[config.mk]
export PLATFORM = sky130hd
export DESIGN_NAME = dmem_stream_seq
export DESIGN_NICKNAME = d
export VERILOG_FILES = /design/src/rtl/dseq_pkg.sv /design/src/rtl/post_queue.sv /design/src/rtl/mem_port_arb.sv /design/src/rtl/dmem_stream_seq.sv
export SDC_FILE = /design/constraint.sdc
export NUM_CORES = 1
export LEC_CHECK = 0
export BUFFER_PORTS_ARGS = -buffer_cell sky130_fd_sc_hd__buf_2
export CAP_MARGIN = 20
export CELL_PAD_IN_SITES_DETAIL_PLACEMENT = 0
export CELL_PAD_IN_SITES_GLOBAL_PLACEMENT = 1
export CORE_MARGIN = 5
export CORE_UTILIZATION = 25
export CTS_CLUSTER_SIZE = 28
export DETAILED_ROUTE_END_ITERATION = 8
export PLACE_DENSITY = 0.58
export SETUP_SLACK_MARGIN = 0.02
export SLEW_MARGIN = 10
export SYNTH_ARGS = -nofsm -noshare
export SYNTH_HDL_FRONTEND = slang
export SYNTH_SLANG_ARGS = --single-unit
[constraint.sdc]
create_clock -name clk -period 6.4 [get_ports clk]
set_input_delay 1.28 -clock clk [delete_from_list [all_inputs] [get_ports clk]]
set_output_delay 1.28 -clock clk [all_outputs]
set_load 0.005 [all_outputs]
[src/rtl/dseq_pkg.sv]
// Shared types for the streaming display memory sequencer.
// Assumes a two-bit host command code supplied by an external decoder.
package dseq_pkg;
    typedef enum logic [1:0] {
        OP_OTHER  = 2'd0,
        OP_MWRITE = 2'd1,
        OP_MREAD  = 2'd2,
        OP_SETCUR = 2'd3
    } host_op_e;

    typedef enum logic [1:0] {
        MODE_IDLE    = 2'd0,
        MODE_WSTREAM = 2'd1,
        MODE_RSTREAM = 2'd2
    } stream_mode_e;
endpackage

[src/rtl/post_queue.sv]
// Posted-write queue: a circular buffer of address/data entries.
// Assumes the caller never pushes while full (the top gates push).
// DEPTH must be at least 2. Push and pop may happen in the same cycle.
module post_queue #(
    parameter int DEPTH = 4,
    parameter int W     = 16
) (
    input  logic         clk,
    input  logic         rst_n,
    input  logic         push,
    input  logic [W-1:0] push_data,
    input  logic         pop,
    output logic         full,
    output logic         empty,
    output logic [W-1:0] head
);
    localparam int PTR_W = $clog2(DEPTH);
    localparam int CNT_W = $clog2(DEPTH + 1);

    logic [W-1:0]     slot_q [DEPTH];
    logic [PTR_W-1:0] wr_ptr_q, rd_ptr_q;
    logic [CNT_W-1:0] cnt_q;

    function automatic logic [PTR_W-1:0] ptr_next(input logic [PTR_W-1:0] p);
        return (p == PTR_W'(DEPTH - 1)) ? '0 : p + 1'b1;
    endfunction

    assign full  = (cnt_q == CNT_W'(DEPTH));
    assign empty = (cnt_q == '0);
    assign head  = slot_q[rd_ptr_q];

    // Store an incoming entry at the write pointer.
    always_ff @(posedge clk) begin
        if (push) slot_q[wr_ptr_q] <= push_data;
    end

    // Advance pointers and occupancy.
    always_ff @(posedge clk) begin
        if (!rst_n) begin
            wr_ptr_q <= '0;
            rd_ptr_q <= '0;
            cnt_q    <= '0;
        end else begin
            if (push) wr_ptr_q <= ptr_next(wr_ptr_q);
            if (pop)  rd_ptr_q <= ptr_next(rd_ptr_q);
            if (push && !pop)      cnt_q <= cnt_q + 1'b1;
            else if (pop && !push) cnt_q <= cnt_q - 1'b1;
        end
    end

    AST_Q_NO_PUSH_FULL: assert property (@(posedge clk) disable iff (!rst_n)
        push |-> (cnt_q < CNT_W'(DEPTH)));
    AST_Q_NO_POP_EMPTY: assert property (@(posedge clk) disable iff (!rst_n)
        pop |-> (cnt_q != '0));
endmodule

[src/rtl/mem_port_arb.sv]
// Memory port selector: drains queued writes first, then issues the
// pending prefetch read. A transfer completes when req and gnt are both high.
// Assumes the queue head stays put until it is popped.
module mem_port_arb #(
    parameter int ADDR_W = 8,
    parameter int DATA_W = 8
) (
    input  logic              clk,
    input  logic              rst_n,
    input  logic              q_empty,
    input  logic [ADDR_W-1:0] q_addr,
    input  logic [DATA_W-1:0] q_data,
    input  logic              fetch_pend,
    input  logic [ADDR_W-1:0] fetch_addr,
    input  logic              mem_gnt,
    output logic              mem_req,
    output logic              mem_we,
    output logic [ADDR_W-1:0] mem_addr,
    output logic [DATA_W-1:0] mem_wdata,
    output logic              wr_done,
    output logic              rd_done
);
    // Choose the access source: writes win over the fetch.
    always_comb begin
        mem_we    = !q_empty;
        mem_req   = !q_empty || fetch_pend;
        mem_addr  = mem_we ? q_addr : fetch_addr;
        mem_wdata = mem_we ? q_data : '0;
        wr_done   = mem_req && mem_gnt && mem_we;
        rd_done   = mem_req && mem_gnt && !mem_we;
    end

    AST_WR_HOLD: assert property (@(posedge clk) disable iff (!rst_n)
        (mem_req && mem_we && !mem_gnt) |=>
        (mem_req && mem_we && $stable(mem_addr) && $stable(mem_wdata)));
endmodule

[src/rtl/dmem_stream_seq.sv]
// Streaming display memory sequencer top. It keeps the stream mode, the
// cursor, the one-word prefetch buffer and the sticky error flags.
// Assumes at most one meaningful host strobe per cycle. If several come
// together, command > write > read.
module dmem_stream_seq
    import dseq_pkg::*;
#(
    parameter int ADDR_W = 8,
    parameter int DATA_W = 8,
    parameter int QDEPTH = 4
) (
    input  logic              clk,
    input  logic              rst_n,
    input  logic              cmd_valid,
    input  logic [1:0]        cmd_op,
    input  logic [ADDR_W-1:0] cmd_arg,
    input  logic              wr_valid,
    input  logic [DATA_W-1:0] wr_data,
    input  logic              rd_valid,
    output logic [DATA_W-1:0] rd_data,
    output logic              wr_overflow,
    output logic              rd_underrun,
    output logic              mem_req,
    output logic              mem_we,
    output logic [ADDR_W-1:0] mem_addr,
    output logic [DATA_W-1:0] mem_wdata,
    input  logic [DATA_W-1:0] mem_rdata,
    input  logic              mem_gnt
);
    localparam int ENT_W = ADDR_W + DATA_W;

    host_op_e          op;
    stream_mode_e      mode_q;
    logic [ADDR_W-1:0] cursor_q;
    logic [DATA_W-1:0] buf_q;
    logic              buf_vld_q, fetch_pend_q, ovf_q, und_q;
    logic              q_full, q_empty, wr_done, rd_done;
    logic [ENT_W-1:0]  q_head;
    logic              wr_take, push, rd_take;

    assign op      = host_op_e'(cmd_op);
    assign wr_take = !cmd_valid && wr_valid && (mode_q == MODE_WSTREAM);
    assign push    = wr_take && !q_full;
    assign rd_take = !cmd_valid && !wr_valid && rd_valid && (mode_q == MODE_RSTREAM);

    post_queue #(.DEPTH(QDEPTH), .W(ENT_W)) i_queue (
        .clk       (clk),
        .rst_n     (rst_n),
        .push      (push),
        .push_data ({cursor_q, wr_data}),
        .pop       (wr_done),
        .full      (q_full),
        .empty     (q_empty),
        .head      (q_head)
    );

    mem_port_arb #(.ADDR_W(ADDR_W), .DATA_W(DATA_W)) i_arb (
        .clk        (clk),
        .rst_n      (rst_n),
        .q_empty    (q_empty),
        .q_addr     (q_head[ENT_W-1:DATA_W]),
        .q_data     (q_head[DATA_W-1:0]),
        .fetch_pend (fetch_pend_q),
        .fetch_addr (cursor_q),
        .mem_gnt    (mem_gnt),
        .mem_req    (mem_req),
        .mem_we     (mem_we),
        .mem_addr   (mem_addr),
        .mem_wdata  (mem_wdata),
        .wr_done    (wr_done),
        .rd_done    (rd_done)
    );

    // Stream mode follows the last command.
    always_ff @(posedge clk) begin
        if (!rst_n)         mode_q <= MODE_IDLE;
        else if (cmd_valid) begin
            case (op)
                OP_MWRITE: mode_q <= MODE_WSTREAM;
                OP_MREAD:  mode_q <= MODE_RSTREAM;
                default:   mode_q <= MODE_IDLE;
            endcase
        end
    end

    // Cursor: loaded by command, stepped by each accepted write or finished fetch.
    always_ff @(posedge clk) begin
        if (!rst_n)                           cursor_q <= '0;
        else if (cmd_valid) begin
            if (op == OP_SETCUR)              cursor_q <= cmd_arg;
        end else if (rd_done || push)         cursor_q <= cursor_q + 1'b1;
    end

    // Prefetch buffer and fetch request state.
    always_ff @(posedge clk) begin
        if (!rst_n) begin
            buf_q        <= '0;
            buf_vld_q    <= 1'b0;
            fetch_pend_q <= 1'b0;
        end else if (cmd_valid) begin
            fetch_pend_q <= (op == OP_MREAD);
            if (op == OP_MREAD || op == OP_SETCUR) buf_vld_q <= 1'b0;
        end else begin
            if (rd_done) begin
                buf_q        <= mem_rdata;
                buf_vld_q    <= 1'b1;
                fetch_pend_q <= 1'b0;
            end
            if (rd_take && buf_vld_q) begin
                buf_vld_q    <= 1'b0;
                fetch_pend_q <= 1'b1;
            end
        end
    end

    // Sticky overflow and underrun flags.
    always_ff @(posedge clk) begin
        if (!rst_n) begin
            ovf_q <= 1'b0;
            und_q <= 1'b0;
        end else begin
            if (wr_take && q_full)    ovf_q <= 1'b1;
            if (rd_take && !buf_vld_q) und_q <= 1'b1;
        end
    end

    assign rd_data     = buf_q;
    assign wr_overflow = ovf_q;
    assign rd_underrun = und_q;

    AST_OVF_CAUSE: assert property (@(posedge clk) disable iff (!rst_n)
        $rose(wr_overflow) |-> ($past(wr_valid) && $past(mode_q == MODE_WSTREAM)));
    AST_UND_CAUSE: assert property (@(posedge clk) disable iff (!rst_n)
        $rose(rd_underrun) |-> ($past(rd_valid) && $past(mode_q == MODE_RSTREAM)));
    AST_FETCH_STEP: assert property (@(posedge clk) disable iff (!rst_n)
        (rd_done && !cmd_valid) |=> (cursor_q == ADDR_W'($past(cursor_q) + 1'b1)));
    AST_SETCUR_LOAD: assert property (@(posedge clk) disable iff (!rst_n)
        (cmd_valid && op == OP_SETCUR) |=> (cursor_q == $past(cmd_arg) && !buf_vld_q && !mem_req) or !$past(q_empty) or !q_empty);
    AST_BUF_EXCL: assert property (@(posedge clk) disable iff (!rst_n)
        !(buf_vld_q && fetch_pend_q));
endmodule

-- After elaboration in Yosys (flattened, before gate mapping)
Memory sizes are Yosys's and may differ from the RTL's. A register that Yosys moved wholly into a read port is not among the register bits.
Index checks and enable logic that the tools add are counted.
- bits in latches: 0
- bits in read-only memories: 0
- memories kept: 1
- output and inout port bits: 28
- register bits after elaboration: 29
- memory bits (writable): 64
- equality and inequality tests: 10
- multipliers: 0
- add/subtract/negate cells: 5
- shifts and indexed selects: 0
- reductions and logical operators: 31
- multiplexer cells: 21
- magnitude comparators: 0
- div/mod/pow operators: 0
- bitwise gates (word level): 1
- memory list (memory ; words ; bits a word ; rd ports ; clocked after Yosys merged registers in ; wr ports ; RTL line ; text):
    i_queue.slot_q ; 4 ; 16 ; 1 ; 1 ; 1 ; post_queue.sv:20 ; logic [W-1:0] slot_q [DEPTH];
- operator list (operator ; number):
    two-way mux 8 bit ; 5
    logical AND 1 bit ; 14
    == test 2 bit (second input constant) ; 5
    two-way mux 1 bit ; 9
    adder 8 x 1 -> 8 bit (second input constant) ; 1
    two-way mux 2 bit ; 4
    logical NOT 1 bit ; 7
    two-way mux 3 bit ; 2
    AND reduction 2 bit ; 3
    adder 2 x 1 -> 2 bit (second input constant) ; 2
    == test 2 x 1 -> 1 bit (second input constant) ; 2
    != test 2 x 1 -> 1 bit (second input constant) ; 2
    one-hot mux 2 bit (2 select lines) ; 1
    nonzero test 2 bit ; 2
    adder 3 x 1 -> 3 bit (second input constant) ; 1
    == test 3 bit (second input constant) ; 1
    logical NOT 3 bit ; 1
    logical OR 1 bit ; 3
    nonzero test 3 bit ; 1
    subtractor 3 x 1 -> 3 bit (second input constant) ; 1
    NOT 1 bit ; 1

-- Longest topological paths before layout
- depth after elaboration: 8
- mapped depth: 9
- mapped depth without buffers: 9

-- Hierarchy
Synthesis repeated with hierarchy kept, for this count alone.
- cells, all modules: 285
- area total of the unflattened synthesis: 4093.9 um2
- by module, submodules not included (module ; instances ; cells an instance ; sequential area each (um2) ; area an instance (um2)):
    post_queue ; 1 ; 128 ; 2102.0 ; 2803.9
    dmem_stream_seq ; 1 ; 135 ; 440.4 ; 1081.0
    mem_port_arb ; 1 ; 22 ; 0.0 ; 209.0

-- Worst setup path before layout
Ideal clock, no wire load.
- kind: input-to-reg
- from: input port cmd_valid
- to: register i_queue.cnt_q[2]
- data required time: 6329 ps
- slack: 3293 ps
- data arrival time: 3036 ps
- stages: 9
- cell sequence: and4bb_1 -> a21bo_2 -> inv_2 -> ha_1 -> inv_1 -> fa_1 -> xor2_1 -> or3_1 -> a21oi_1
- cells in the longest elaborated chain, start to end: 7
- elaborated cells between the ends (all ways): 9
- those cells by class: 1 x mux; 8 x reduce/logical
- RTL lines (what ; RTL line ; text):
    start: declaration ; dmem_stream_seq.sv:14 ; input logic cmd_valid,
    logical NOT 1 bit * ; dmem_stream_seq.sv:42 ; assign wr_take = !cmd_valid && wr_valid && (mode_q == MODE_WSTREAM);
    logical AND 1 bit * (2 in series) ; dmem_stream_seq.sv:42 ;
    logical AND 1 bit * ; dmem_stream_seq.sv:43 ; assign push = wr_take && !q_full;
    net i_queue.push ; post_queue.sv:10 ; input logic push,
    logical NOT 1 bit ; post_queue.sv:47 ; else if (pop && !push) cnt_q <= cnt_q - 1'b1;
    logical AND 1 bit ; post_queue.sv:47 ;
    nonzero test 2 bit (no source line) ; - ;
    end signal: assignment ; post_queue.sv:46 ; if (push && !pop) cnt_q <= cnt_q + 1'b1;
    end signal: assignment ; post_queue.sv:47 ;
    end: declaration ; post_queue.sv:22 ; logic [CNT_W-1:0] cnt_q;
The timed path passes the listed nets; every way through them passes the cells marked *.
A chain may end at the register's enable or synchronous reset.

-- Worst setup path after layout
- from: register i_queue.cnt_q[0]
- to: output port mem_wdata[3]
- cells in the longest elaborated chain, start to end: 2
- RTL lines (what ; RTL line ; text):
    logical NOT 3 bit ; post_queue.sv:29 ; assign empty = (cnt_q == '0);
    two-way mux 8 bit ; mem_port_arb.sv:28 ; mem_wdata = mem_we ? q_data : '0;
    end: declaration ; dmem_stream_seq.sv:26 ; output logic [DATA_W-1:0] mem_wdata,
Every way passes these cells.

==> out/metrics.cfg <==
[cells_and_area]
antenna_cells = 0
final_util_pct = 30.52
drive_gt1_share_pct = 28.13
final_area_mm2 = 0.004796
nFillCells = 1604
final_nets = 387
area_growth_pct = 20.65

[timing]
period_share_pct = 55.46
setup_violations = 0
slew-limit-headroom_pct = 40.05
tightest_slew_ps = 899.3
period_minus_slack_ps = 3549
clock_skew_ps = 7.278
hold_ws_ps = 495.4
fin_tns_setup_ps = 0
clock.fmax_ghz = 0.2817
rsz0062_at_grt = no
slew_violations = 0
hold_violations = 0

[floorplan]
die_w_um = 136.1
dieArea_mm2 = 0.01852
start_util_pct = 25.30
core-area_mm2 = 0.01571
num_rows = 46
io_pins = 60
fp.dieH_um = 136.1

[logic_synthesis]
synth.top_cell.area_share_pct = 48.35
seq_area_frac_synth_pct = 63.96
synthMostInstantiatedCell = edfxtp_1
synthArstFlopShare_pct = 0
ys_seq_elements = 95
synth_area_leaders = edfxtp_1 (48%), dfxtp_1 (16%), mux4_2 (9.1%), nand2_1 (3.3%), mux2i_1 (2.3%)
yosysWarnings = 0
synth_edf_count = 64
synthesis.nets = 330
syn_avg_cell_area_um2 = 13.71
synthCells = 290
ys_types = 45
netlist_top_cells_count = edfxtp_1 (64), nand2_1 (35), dfxtp_1 (31)
syn_area_mm2 = 0.003975
ys.flop_type = edfxtp_1
yosysTopAreaCell = edfxtp_1

[detailed_routing]
ant_nets = 0
avgViaCountPerCell = 4.380
via_count = 2488
route.detailed.drc = 0
firstDrtPassIters = 5
wl_um = 8490
wl_per_cell_um = 14.95
drtIter0Drc = 101

[cts]
numCtsBuffers = 9
path_clk_slew_ps = 70
cts_tree = built
cts_sinks = 95
post-cts-setup-buffers = 0
cts.repair.resized = 0
ctsHoldBuffers = 0
cts_root_buffer = clkbuf_16
cts_buffer_depth = 2
cts_max_level = 3
clk-insertion-delay-late_ps = 340

[setup_path]
worstSetupPathType = flop to output port
endpoint_kind = output port
crit_path_max_fanout = 19
cp.arrival_ps = 2270
worstPathRequired_ps = 5120
startpoint_type = flop

[placed_design]
dpl_cell_area_mm2 = 0.004491
portBuffers = 59
finalWeightedCongestion = 0.7257
dpl.hpwl_um = 5638

[global_route]
grt_overflow = 0
grt_use_met2_pct = 15.24
grt_pass1_vias = 2624
grt_busiest_layer = met2
grt_max_degree = 27
grt_use_total_pct = 9.663
use_met3_pct = 3.146
grt_first_pass_wirelength_um = 13670
antenna_found_initial = 0
grt.met1_usage_pct = 12.49

[outcome]
status = finished, final reports clean

[pwr]
p_leak_nw = 1.741
powerDensity_mw_per_mm2 = 351.7
ir_drop_mv = 0.1476

[run]
cap_violations = 0

[worst_hold_path]
hold_class = flop to flop

stage by stage:
stage	instances	setup slack, ps	total power [mW]
5_1_grt	568	2607	1.798
3_3_place_gp	552	2782	1.174
6_report	568	2851	1.687
3_5_place_dp	552	2709	1.178
4_1_cts	568	2744	1.725
2_1_floorplan	290	3293	0.9938
logic make-up after synthesis:
| logic type | count (synthesis) | synth area share [%] |
|---|---|---|
| muxes | 26 | 11.61 |
| buffers and inverters | 23 | 2.298 |
| adders and majority gates | 8 | 2.707 |
| xor gates and xnor gates | 2 | 0.4407 |
| AOI/OAI and AO/OA | 34 | 6.453 |
| DFF | 95 | 63.96 |
| and+or+nand+nor | 102 | 12.53 |
sequential cells by signal, summed over array words and instances (netlist names), named ones only:
name / flops
mode_q: 2
buf_vld_q: 1
wr_overflow: 1
i_queue.rd_ptr_q: 2
cursor_q: 8
rd_data: 8
rd_underrun: 1
i_queue.slot_q: 64
fetch_pend_q: 1
i_queue.wr_ptr_q: 2
i_queue.cnt_q: 3
routing by layer:
layer  vias up  share of wire, %
li1       1199                 -
met1      1211                45
met2        67                47
met3        11               6.3
met4         0               1.5
met5         -                 0
final cells by class:
cell class	count	area [um2]	area share, %
Timing Repair Buffer	60	302.8	6.314
Sequential cell	95	2542	53.01
Inverter	9	33.78	0.7044
Clock buffer	9	225.2	4.696
Clock inverter	7	80.08	1.670
Multi-Input combinational cell	172	1341	27.97
Tap cell	216	270.3	5.635
cells in the final DEF, fill, tap and decap left out, types with 2 or more instances in the layout:
cell type / count
clkbuf_16: 9
and3_1: 5
nand2_1: 35
nand2b_1: 2
ha_1: 7
nand4_1: 2
inv_8: 2
dfxtp_1: 31
a2bb2oi_1: 2
mux4_2: 16
a31oi_1: 4
edfxtp_1: 64
clkinvlp_4: 2
a21oi_1: 11
clkinv_1: 2
xor2_1: 2
nor2b_1: 3
nor3_1: 5
inv_1: 7
nand3_1: 7
a221oi_1: 3
nor2_1: 23
buf_2: 59
mux2i_1: 9
and2_1: 12
or3_1: 3
o221a_2: 2
critical path, cell delays in order, from the launching register on:
cell and delay [ps]:
dfxtp_1 380, nor3_4 600, inv_1 530, and2_1 290
buf_2 120
report_power, final:
part | switching (mW) | internal (mW) | leakage (nW)
Combinational | 0.238 | 0.193 | 0.760
Clock | 0.234 | 0.308 | 0.144
Sequential | 0.0357 | 0.678 | 0.838
Total | 0.507 | 1.18 | 1.74
path summary, 6_finish.rpt:
check	start	end	depth (start not counted)	slack [ps]
min	i_queue.rd_ptr_q[0]$_SDFFE_PN0P_	flop	2	500
max reg2reg	i_queue.cnt_q[0]$_SDFFE_PN0P_	i_queue.cnt_q[2]$_SDFFE_PN0P_	9	3250
max	i_queue.cnt_q[0]$_SDFFE_PN0P_	mem_wdata[3]	4	2850
min reg2reg	i_queue.rd_ptr_q[0]$_SDFFE_PN0P_	flop	2	500
Note: power is estimated with default switching activity, not from simulation.
